<file path="src/rtl/flash_lock_pkg.sv">
package flash_lock_pkg;

  typedef enum logic [1:0] {
    REG_LM   = 2'd0,
    REG_HI   = 2'd1,
    REG_SEC  = 2'd2,
    REG_NONE = 2'd3
  } reg_sel_e;

  typedef enum logic [1:0] {
    SP_LOW  = 2'd0,
    SP_MID  = 2'd1,
    SP_HIGH = 2'd2,
    SP_BAD  = 2'd3
  } space_e;

  function automatic int max3(input int a, input int b, input int c);
    int m;
    m = (a > b) ? a : b;
    return (m > c) ? m : c;
  endfunction

endpackage

</file>
<file path="src/rtl/flash_lock_nvimg.sv">
// One-time-programmable image: program only clears bits, nothing sets them
// except the power-on reset that models the delivery state.
module flash_lock_nvimg #(
  parameter int W = 8
) (
  input  logic         clk,
  input  logic         por_n,
  input  logic         prog_en,
  input  logic [W-1:0] prog_data,
  output logic [W-1:0] image
);

  always_ff @(posedge clk or negedge por_n) begin
    if (!por_n)       image <= '1;
    else if (prog_en) image <= image & prog_data;
  end

endmodule

</file>
<file path="src/rtl/flash_lock_vreg.sv">
// Volatile lock register: resets locked, loads from its image once, then
// takes any software value.
module flash_lock_vreg #(
  parameter int W = 8
) (
  input  logic         clk,
  input  logic         rst_n,
  input  logic         load,
  input  logic [W-1:0] load_val,
  input  logic         wr_en,
  input  logic [W-1:0] wr_data,
  output logic [W-1:0] q
);

  always_ff @(posedge clk or negedge rst_n) begin
    if (!rst_n)     q <= '1;
    else if (load)  q <= load_val;
    else if (wr_en) q <= wr_data;
  end

endmodule

</file>
<file path="src/rtl/flash_lock_gate.sv">
// Looks up the lock of the addressed sector and registers the verdict.
module flash_lock_gate
  import flash_lock_pkg::*;
#(
  parameter int NL    = 8,
  parameter int NM    = 4,
  parameter int NH    = 8,
  parameter int IDX_W = 4
) (
  input  logic             clk,
  input  logic             rst_n,
  input  logic             accept,
  input  logic             erase,
  input  logic [1:0]       space,
  input  logic [IDX_W-1:0] idx,
  input  logic [NL-1:0]    lock_low,
  input  logic [NM-1:0]    lock_mid,
  input  logic [NH-1:0]    lock_high,
  output logic             done,
  output logic             grant,
  output logic             acc_err,
  output logic             done_erase
);

  logic tgt_lock;

  // Anything not matched (bad space, index out of range) stays locked.
  always_comb begin
    tgt_lock = 1'b1;
    case (space)
      SP_LOW: begin
        for (int i = 0; i < NL; i++)
          if (idx == IDX_W'(i)) tgt_lock = lock_low[i];
      end
      SP_MID: begin
        for (int i = 0; i < NM; i++)
          if (idx == IDX_W'(i)) tgt_lock = lock_mid[i];
      end
      SP_HIGH: begin
        for (int i = 0; i < NH; i++)
          if (idx == IDX_W'(i)) tgt_lock = lock_high[i];
      end
      default: tgt_lock = 1'b1;
    endcase
  end

  always_ff @(posedge clk or negedge rst_n) begin
    if (!rst_n) begin
      done       <= 1'b0;
      grant      <= 1'b0;
      acc_err    <= 1'b0;
      done_erase <= 1'b0;
    end else begin
      done       <= accept;
      grant      <= accept && !tgt_lock;
      acc_err    <= accept && tgt_lock;
      done_erase <= accept && erase;
    end
  end

endmodule

</file>
<file path="src/rtl/flash_lock_unit.sv">
module flash_lock_unit
  import flash_lock_pkg::*;
#(
  parameter  int NL    = 8,
  parameter  int NM    = 4,
  parameter  int NH    = 8,
  localparam int LM_W  = NL + NM,
  localparam int DW    = (LM_W > NH) ? LM_W : NH,
  localparam int MAXN  = max3(NL, NM, NH),
  localparam int IDX_W = $clog2(MAXN) + 1
) (
  input  logic             clk,
  input  logic             por_n,
  input  logic             rst_n,
  input  logic             vw_valid,
  output logic             vw_ready,
  input  logic [1:0]       vw_sel,
  input  logic [DW-1:0]    vw_data,
  input  logic             nv_valid,
  output logic             nv_ready,
  input  logic             nv_erase,
  input  logic [1:0]       nv_sel,
  input  logic [DW-1:0]    nv_data,
  output logic             nv_err,
  input  logic             op_valid,
  output logic             op_ready,
  input  logic             op_erase,
  input  logic [1:0]       op_space,
  input  logic [IDX_W-1:0] op_idx,
  output logic             op_done,
  output logic             op_grant,
  output logic             op_acc_err,
  output logic             op_done_erase,
  output logic [NL-1:0]    lock_low,
  output logic [NM-1:0]    lock_mid,
  output logic [NH-1:0]    lock_high,
  output logic             init_done
);

  logic            vw_fire, nv_fire, op_fire, nv_prog;
  logic [LM_W-1:0] nv_lm, vol_lm;
  logic [NH-1:0]   nv_hi, vol_hi;
  logic [NL-1:0]   nv_sec, vol_sec;

  assign vw_ready = init_done;
  assign nv_ready = init_done;
  assign op_ready = init_done;
  assign vw_fire  = vw_valid && vw_ready;
  assign nv_fire  = nv_valid && nv_ready;
  assign op_fire  = op_valid && op_ready;
  assign nv_prog  = nv_fire && !nv_erase;

  always_ff @(posedge clk or negedge rst_n) begin
    if (!rst_n) init_done <= 1'b0;
    else        init_done <= 1'b1;
  end

  always_ff @(posedge clk or negedge rst_n) begin
    if (!rst_n) nv_err <= 1'b0;
    else        nv_err <= nv_fire && (nv_erase || nv_sel == REG_NONE);
  end

  flash_lock_nvimg #(.W(LM_W)) u_nv_lm (
    .clk(clk), .por_n(por_n),
    .prog_en(nv_prog && nv_sel == REG_LM),
    .prog_data(nv_data[LM_W-1:0]), .image(nv_lm));

  flash_lock_nvimg #(.W(NH)) u_nv_hi (
    .clk(clk), .por_n(por_n),
    .prog_en(nv_prog && nv_sel == REG_HI),
    .prog_data(nv_data[NH-1:0]), .image(nv_hi));

  flash_lock_nvimg #(.W(NL)) u_nv_sec (
    .clk(clk), .por_n(por_n),
    .prog_en(nv_prog && nv_sel == REG_SEC),
    .prog_data(nv_data[NL-1:0]), .image(nv_sec));

  flash_lock_vreg #(.W(LM_W)) u_vol_lm (
    .clk(clk), .rst_n(rst_n), .load(!init_done), .load_val(nv_lm),
    .wr_en(vw_fire && vw_sel == REG_LM),
    .wr_data(vw_data[LM_W-1:0]), .q(vol_lm));

  flash_lock_vreg #(.W(NH)) u_vol_hi (
    .clk(clk), .rst_n(rst_n), .load(!init_done), .load_val(nv_hi),
    .wr_en(vw_fire && vw_sel == REG_HI),
    .wr_data(vw_data[NH-1:0]), .q(vol_hi));

  flash_lock_vreg #(.W(NL)) u_vol_sec (
    .clk(clk), .rst_n(rst_n), .load(!init_done), .load_val(nv_sec),
    .wr_en(vw_fire && vw_sel == REG_SEC),
    .wr_data(vw_data[NL-1:0]), .q(vol_sec));

  assign lock_low  = vol_lm[NL-1:0] | vol_sec;
  assign lock_mid  = vol_lm[LM_W-1:NL];
  assign lock_high = vol_hi;

  flash_lock_gate #(.NL(NL), .NM(NM), .NH(NH), .IDX_W(IDX_W)) u_gate (
    .clk(clk), .rst_n(rst_n), .accept(op_fire), .erase(op_erase),
    .space(op_space), .idx(op_idx),
    .lock_low(lock_low), .lock_mid(lock_mid), .lock_high(lock_high),
    .done(op_done), .grant(op_grant), .acc_err(op_acc_err),
    .done_erase(op_done_erase));

endmodule

</file>
<file path="config.mk">
export PLATFORM = sky130hd
export DESIGN_NAME = flash_lock_unit
export DESIGN_NICKNAME = d
export VERILOG_FILES = /design/src/rtl/flash_lock_pkg.sv /design/src/rtl/flash_lock_nvimg.sv /design/src/rtl/flash_lock_vreg.sv /design/src/rtl/flash_lock_gate.sv /design/src/rtl/flash_lock_unit.sv
export SDC_FILE = /design/constraint.sdc
export NUM_CORES = 1
export LEC_CHECK = 0
export BUFFER_PORTS_ARGS = -buffer_cell sky130_fd_sc_hd__buf_2
export CORE_ASPECT_RATIO = 1.5
export CORE_UTILIZATION = 45
export DETAILED_ROUTE_END_ITERATION = 16
export MAX_ROUTING_LAYER = met4
export PLACE_DENSITY = 0.8
export SETUP_SLACK_MARGIN = 0.02
export SKIP_LAST_GASP = 1
export SLEW_MARGIN = 25
export SYNTH_ARGS = -nofsm -noshare
export SYNTH_HDL_FRONTEND = slang
export SYNTH_SLANG_ARGS = --single-unit
</file>
<file path="constraint.sdc">
create_clock -name clk -period 1.3 [get_ports clk]
set_input_delay 0.065 -clock clk [delete_from_list [all_inputs] [get_ports clk]]
set_output_delay 0.065 -clock clk [all_outputs]
set_load 0.03 [all_outputs]
</file>
# Yosys cells after proc, flatten, opt, wreduce, memory -nomap -nowiden
# Index checks and enable logic that the tools add are counted.
[op_classes] eq_ne=17 mux=27 bitwise=4 n_reduce_logical=21
[op_table] operator="two-way mux 8 bit" n=4
[op_table] operator="two-way mux 12 bit" n=2
[op_table] operator="two-way mux 1 bit" n=20
[op_table] operator="bitwise AND 8 bit" n=2
[op_table] operator="equality test 4 x 3 -> 1 bit (second input constant)" n=4
[op_table] operator="logical AND 1 bit" n=14
[op_table] operator="bitwise AND 12 bit" n=1
[op_table] operator="equality test 2 bit (second input constant)" n=4
[op_table] operator="equality test 4 x 2 -> 1 bit (second input constant)" n=2
[op_table] operator="bitwise OR 8 bit" n=1
[op_table] operator="equality test 2 x 1 -> 1 bit (second input constant)" n=3
[op_table] operator="logical NOT 2 bit" n=3
[op_table] operator="!= test 2 x 1 -> 1 bit (second input constant)" n=3
[op_table] operator="equality test 4 x 1 -> 1 bit (second input constant)" n=1
[op_table] operator="logical NOT 4 bit" n=1
[op_table] operator="one-hot mux 1 bit (3 select lines)" n=1
[op_table] operator="logical NOT 1 bit" n=2
[op_table] operator="logical OR 1 bit" n=1
[totals] register_bits=62 in_bits=42 output_inout_bits=29 elab_cells=81

# Depth between registers and ports, before layout
[logic_depth] ltp_word=12 depth_mapped=5 depth_no_buf=4

# Modules after synthesis
# A second synthesis with hierarchy kept.
[unflattened] cells_unflattened=263 area_unflattened_um2=3016.6
[modules_own_cells] mod="flash_lock_vreg (u_vol_hi ...)" instances=2 cells_per_inst=34 area_per_inst_um2=382.9 seq_area_each_um2=210.2
[modules_own_cells] mod="flash_lock_nvimg (u_nv_hi ...)" instances=2 cells_per_inst=24 area_per_inst_um2=300.3 seq_area_each_um2=210.2
[modules_own_cells] mod="flash_lock_vreg (u_vol_lm)" instances=1 cells_per_inst=51 area_per_inst_um2=565.5 seq_area_each_um2=315.3
[modules_own_cells] mod="flash_lock_nvimg (u_nv_lm)" instances=1 cells_per_inst=37 area_per_inst_um2=499.2 seq_area_each_um2=315.3
[modules_own_cells] mod="flash_lock_gate" instances=1 cells_per_inst=33 area_per_inst_um2=385.4 seq_area_each_um2=100.1
[modules_own_cells] mod="flash_lock_unit" instances=1 cells_per_inst=26 area_per_inst_um2=200.2 seq_area_each_um2=50.0

# Least setup slack after synthesis
# Ideal clock, no wire load.
[synth_timing] path_type="register -> register" from="register u_vol_sec.q[6]" to="register u_gate.grant" setup_time_ns=0.066 t_arrival_ns=1.576 required_ns=1.234 setup_slack_ns=-0.342 stages_incl_launch_ff=5 path_buffers=0 synth_period_minus_slack_ns=1.642 cell_sequence="dfstp_2 > or2_0 > a41o_1 > a2111oi_2 > o31a_1"
[synth_via] elab_chain_len=6
[synth_rtl] item="start: declaration" line_no="flash_lock_vreg.sv:12" rtl="output logic [W-1:0] q"
[synth_rtl] item="start signal: assignment" line_no="flash_lock_vreg.sv:17" rtl="else if (load) q <= load_val;"
[synth_rtl] item="start signal: assignment" line_no="flash_lock_vreg.sv:18" rtl="else if (wr_en) q <= wr_data;"
[synth_rtl] item="bitwise OR 8 bit" line_no="flash_lock_unit.sv:93" rtl="assign lock_low = vol_lm[NL-1:0] | vol_sec;"
[synth_rtl] item="named net lock_low[6]" line_no="flash_lock_unit.sv:34" rtl="output logic [NL-1:0] lock_low,"
[synth_rtl] item="two-way mux 1 bit (2 in series)" line_no="flash_lock_gate.sv:33" rtl="if (idx == IDX_W'(i)) tgt_lock = lock_low[i];"
[synth_rtl] item="one-hot mux 1 bit (3 select lines)" line_no="flash_lock_gate.sv:30" rtl="case (space)"
[synth_rtl] item="logical NOT 1 bit" line_no="flash_lock_gate.sv:55" rtl="grant <= accept && !tgt_lock;"
[synth_rtl] item="logical AND 1 bit" line_no="flash_lock_gate.sv:55"
[synth_rtl] item="end signal: assignment" line_no="flash_lock_gate.sv:55"
[synth_rtl] item="end: declaration" line_no="flash_lock_gate.sv:20" rtl="output logic grant,"
# The timed path passes the listed nets, and every way through them passes these cells.
# A chain may end at the register's enable or synchronous reset.

# Worst setup path in the final report
[layout_timing] from="register u_vol_hi.q[1]" to="register u_gate.grant"
[layout_via] elab_chain_len=10
[layout_rtl] item="start: declaration" line_no="flash_lock_vreg.sv:12"
[layout_rtl] item="start signal: assignment" line_no="flash_lock_vreg.sv:17"
[layout_rtl] item="start signal: assignment" line_no="flash_lock_vreg.sv:18"
[layout_rtl] item="two-way mux 1 bit (7 in series)" line_no="flash_lock_gate.sv:41" rtl="if (idx == IDX_W'(i)) tgt_lock = lock_high[i];"
[layout_rtl] item="one-hot mux 1 bit (3 select lines)" line_no="flash_lock_gate.sv:30"
[layout_rtl] item="logical NOT 1 bit" line_no="flash_lock_gate.sv:55"
[layout_rtl] item="logical AND 1 bit" line_no="flash_lock_gate.sv:55"
# No other way between the ends.

==> impl_metrics.json <==
{
  "crit_end": "u_gate.grant$_DFF_PN0_",
  "multiInputGateArea_um2": 1310,
  "hold_viol": 0,
  "critical_path_class": "reg -> reg",
  "area.growth.synth_to_final_pct": 50.7,
  "switching_share": 0.279,
  "outcome": "complete, but fails checks",
  "path_clk_slew_ps": 70,
  "grt_start_max_net_pins": 35,
  "initial_core_util": 0.469,
  "synth_cell_type_count": 44,
  "fillerInstances": 399,
  "drtIter0Drc": 146,
  "r2r-end": "u_gate.grant$_DFF_PN0_",
  "avgRoutedWirePerCell_um": 19.1,
  "gr-usage-met2": 0.459,
  "switchingPower_mw": 1.25,
  "cp_slowest_cell": "dfstp_2",
  "nNetsFinal": 424,
  "path_buf_inv": 0,
  "synth.area.top_cells": "dfstp_2, mux2i_1, o21a_1",
  "p_leak_nw": 1.95,
  "cp-end-kind": "flip-flop",
  "pwr-share-seq": 0.467,
  "final_cell_mix": "buf_2, dfstp_2, buf_4",
  "cts_max_level": 3,
  "drive_gt1_frac": 0.583,
  "rr_worst_depth": 4,
  "power.density_nw_per_um2": 1020,
  "cts_tree": "done",
  "ant_nets": 0,
  "cp-startpoint": "u_vol_hi.q[1]$_DFFE_PN1P_",
  "rrSetupSlack_ps": -190,
  "max-vdd-ir-drop_uv": 629,
  "post-route-period-util": 1.15,
  "final_core_utilization": 0.706,
  "clock_power_share": 0.320,
  "fp-row-count": 35,
  "syn_nets": 287,
  "grt_pass1_vias": 2563,
  "maxCapViolCount": 0,
  "antenna_found_initial": 0,
  "cts_root_buf": "clkbuf_8",
  "die_area_um2": 6810,
  "io_pins": 71,
  "synth_seq_cells": 62,
  "busiest_layer": "met2",
  "hold_path.class": "in -> reg",
  "grt_overflow": 0,
  "drtPass1Iterations": 4,
  "grt_pass1_wl_um": 12600,
  "postPlaceCellArea_um2": 3600,
  "syn_inst": 245,
  "finalPower_mw": 4.50,
  "seq_area_frac_synth": 0.556,
  "syn_avg_cell_area_um2": 11.9,
  "gp_congestion": 0.877,
  "dieHeight_um": 101,
  "synth_top_area_share": 0.505,
  "vias_per_cell": 5.52,
  "synth_warnings": 0,
  "drc": 0,
  "start_kind": "flip-flop",
  "pwr-share-comb": 0.213,
  "wl_um": 8770,
  "finalSetupTns_ps": -884,
  "use_met3": 0.0509,
  "numCtsBuffers": 9,
  "slew_headroom": 0.610,
  "insertion_delay_ps": 340,
  "crit_required_ps": 1530,
  "path_depth": 4,
  "grt_usage": 0.270,
  "cp.arrival_ps": 1730,
  "yosysTopAreaCell": "dfstp_2",
  "use_met1": 0.287,
  "core_area_um2": 6220,
  "seq_area_um2": 1620,
  "path_delay_family": "compound AO/OA/AOI/OAI gates",
  "r2r_start": "u_vol_hi.q[1]$_DFFE_PN1P_",
  "p_int_mw": 3.24,
  "slew_viol_final": 0,
  "finalSetupViolCount": 14,
  "portBuffers": 70,
  "path_cells": "mux2i_1, a32oi_1, a311oi_2, o31a_1",
  "cts_sinks": 62,
  "final_cell_area_um2": 4390,
  "cts_max_path_buffers": 2,
  "max_freq_mhz": 669,
  "vias": 2539,
  "max_stage_delay_ps": 540,
  "fin_worst_skew_ps": 11.5,
  "rsz0062_at_grt": "true",
  "die_w_um": 67.7,
  "violations": "negative setup slack",
  "crit_fanout": 2,
  "hpwl_um": 5220,
  "worst_slack_ps": -195,
  "antenna_cells": 0,
  "worstMarginPinSlew_ps": 585,
  "synth_area_um2": 2910,
  "period_minus_slack_ps": 1490
}
-- metrics by stage --
step | hold slack [ps] | setup WS, ps | instances
after global routing | 18.4 | -267 | 460
final | 10.5 | -195 | 460
after CTS | 5.47 | -111 | 452
after global placement | 106 | -174 | 411
after floorplan | -231 | -128 | 245
after detailed placement | 112 | -214 | 411
-- cells by family (layout without fill, tap and decap cells) --
family                 count (synthesis)  after routing  synth area share
AO/OA/AOI/OAI                         68             68             0.177
buffers and inverters                 24            164            0.0485
flip-flops                            62             62             0.556
multiplexers                          23             23            0.0846
other                                  1              1           0.00129
AND/OR/NAND/NOR                       67             68             0.132
-- cells in the mapped netlist --
cell	n
dfstp_2	56
buf_4	7
inv_2	1
nor4_1	2
nor3b_2	1
nand4b_4	1
or2_0	1
buf_6	2
inv_1	3
a311oi_1	1
mux2i_1	22
o31ai_1	1
and4b_1	1
nor3_1	4
and3b_1	1
o31ai_4	1
nor2b_2	1
or3_1	1
buf_2	5
o31a_1	1
clkbuf_1	5
dfrtp_1	6
or2_1	1
a21oi_1	21
o31ai_2	1
a41o_1	1
or2_2	6
a2111oi_1	1
nand2_1	3
a2111oi_2	1
mux4_1	1
a221o_1	8
and3_1	1
nor2_1	25
conb_1	1
nand3b_1	2
and2_1	1
nor4b_1	3
o21a_1	28
clkbuf_4	1
o311ai_1	1
nand3_1	1
nor2b_1	11
a32oi_1	2
-- sequential cells by signal, indices dropped and copies added, names as in the netlist, 8 cells and up --
signal	flops
u_nv_lm.image	12
u_vol_lm.q	12
u_nv_hi.image	8
u_nv_sec.image	8
u_vol_hi.q	8
u_vol_sec.q	8
-- power by group through the flow --
stage / Combinational, mW / Sequential (mW) / Clock (mW)
floorplan: 0.342 / 2.14 / 0
global placement: 0.685 / 2.10 / 0
detailed placement: 0.702 / 2.10 / 0
CTS: 0.862 / 2.09 / 1.44
global route: 1.02 / 2.10 / 1.52
finish: 0.958 / 2.10 / 1.44
-- per-layer routing --
metal  routed length [µm]  part of all wire
met1                 3280              0.37
met4                  295             0.034
met3                  508             0.058
met5                    0                 0
met2                 4690              0.53
-- worst min path at each step --
stage | startpoint | end | slack (ps) | cells past startpoint
after floorplan | rst_n | init_done$_DFF_PN0_ | -230 | 0
after global placement | rst_n | u_gate.done_erase$_DFF_PN0_ | 110 | 2
after detailed placement | rst_n | u_gate.done_erase$_DFF_PN0_ | 110 | 2
after CTS | vw_data[7] | u_vol_hi.q[7]$_DFFE_PN1P_ | 5 | 2
after global routing | vw_data[5] | u_vol_hi.q[5]$_DFFE_PN1P_ | 20 | 2
final | vw_data[7] | u_vol_hi.q[7]$_DFFE_PN1P_ | 10 | 2
-- repair_timing --
action | 4_1_cts | 5_1_grt
pin swaps | 14 | 15
setup endpoints to repair | 33 | 52
endpoints found under the hold margin | 37 | 0
setup buffers | 5 | 9
gates resized for setup | 51 | 30
gates cloned | 1 | 1
hold buffers | 20 | 0
-- area by class of cell --
cell class	count	share of cell area
Sequential cell	62	0.370
Multi-Input combinational cell	160	0.299
Timing Repair Buffer	145	0.271
Clock buffer	13	0.0339
Tap cell	74	0.0211
Inverter	4	0.00342
Clock inverter	2	0.00228
Note: power is estimated with default switching activity, not from simulation.
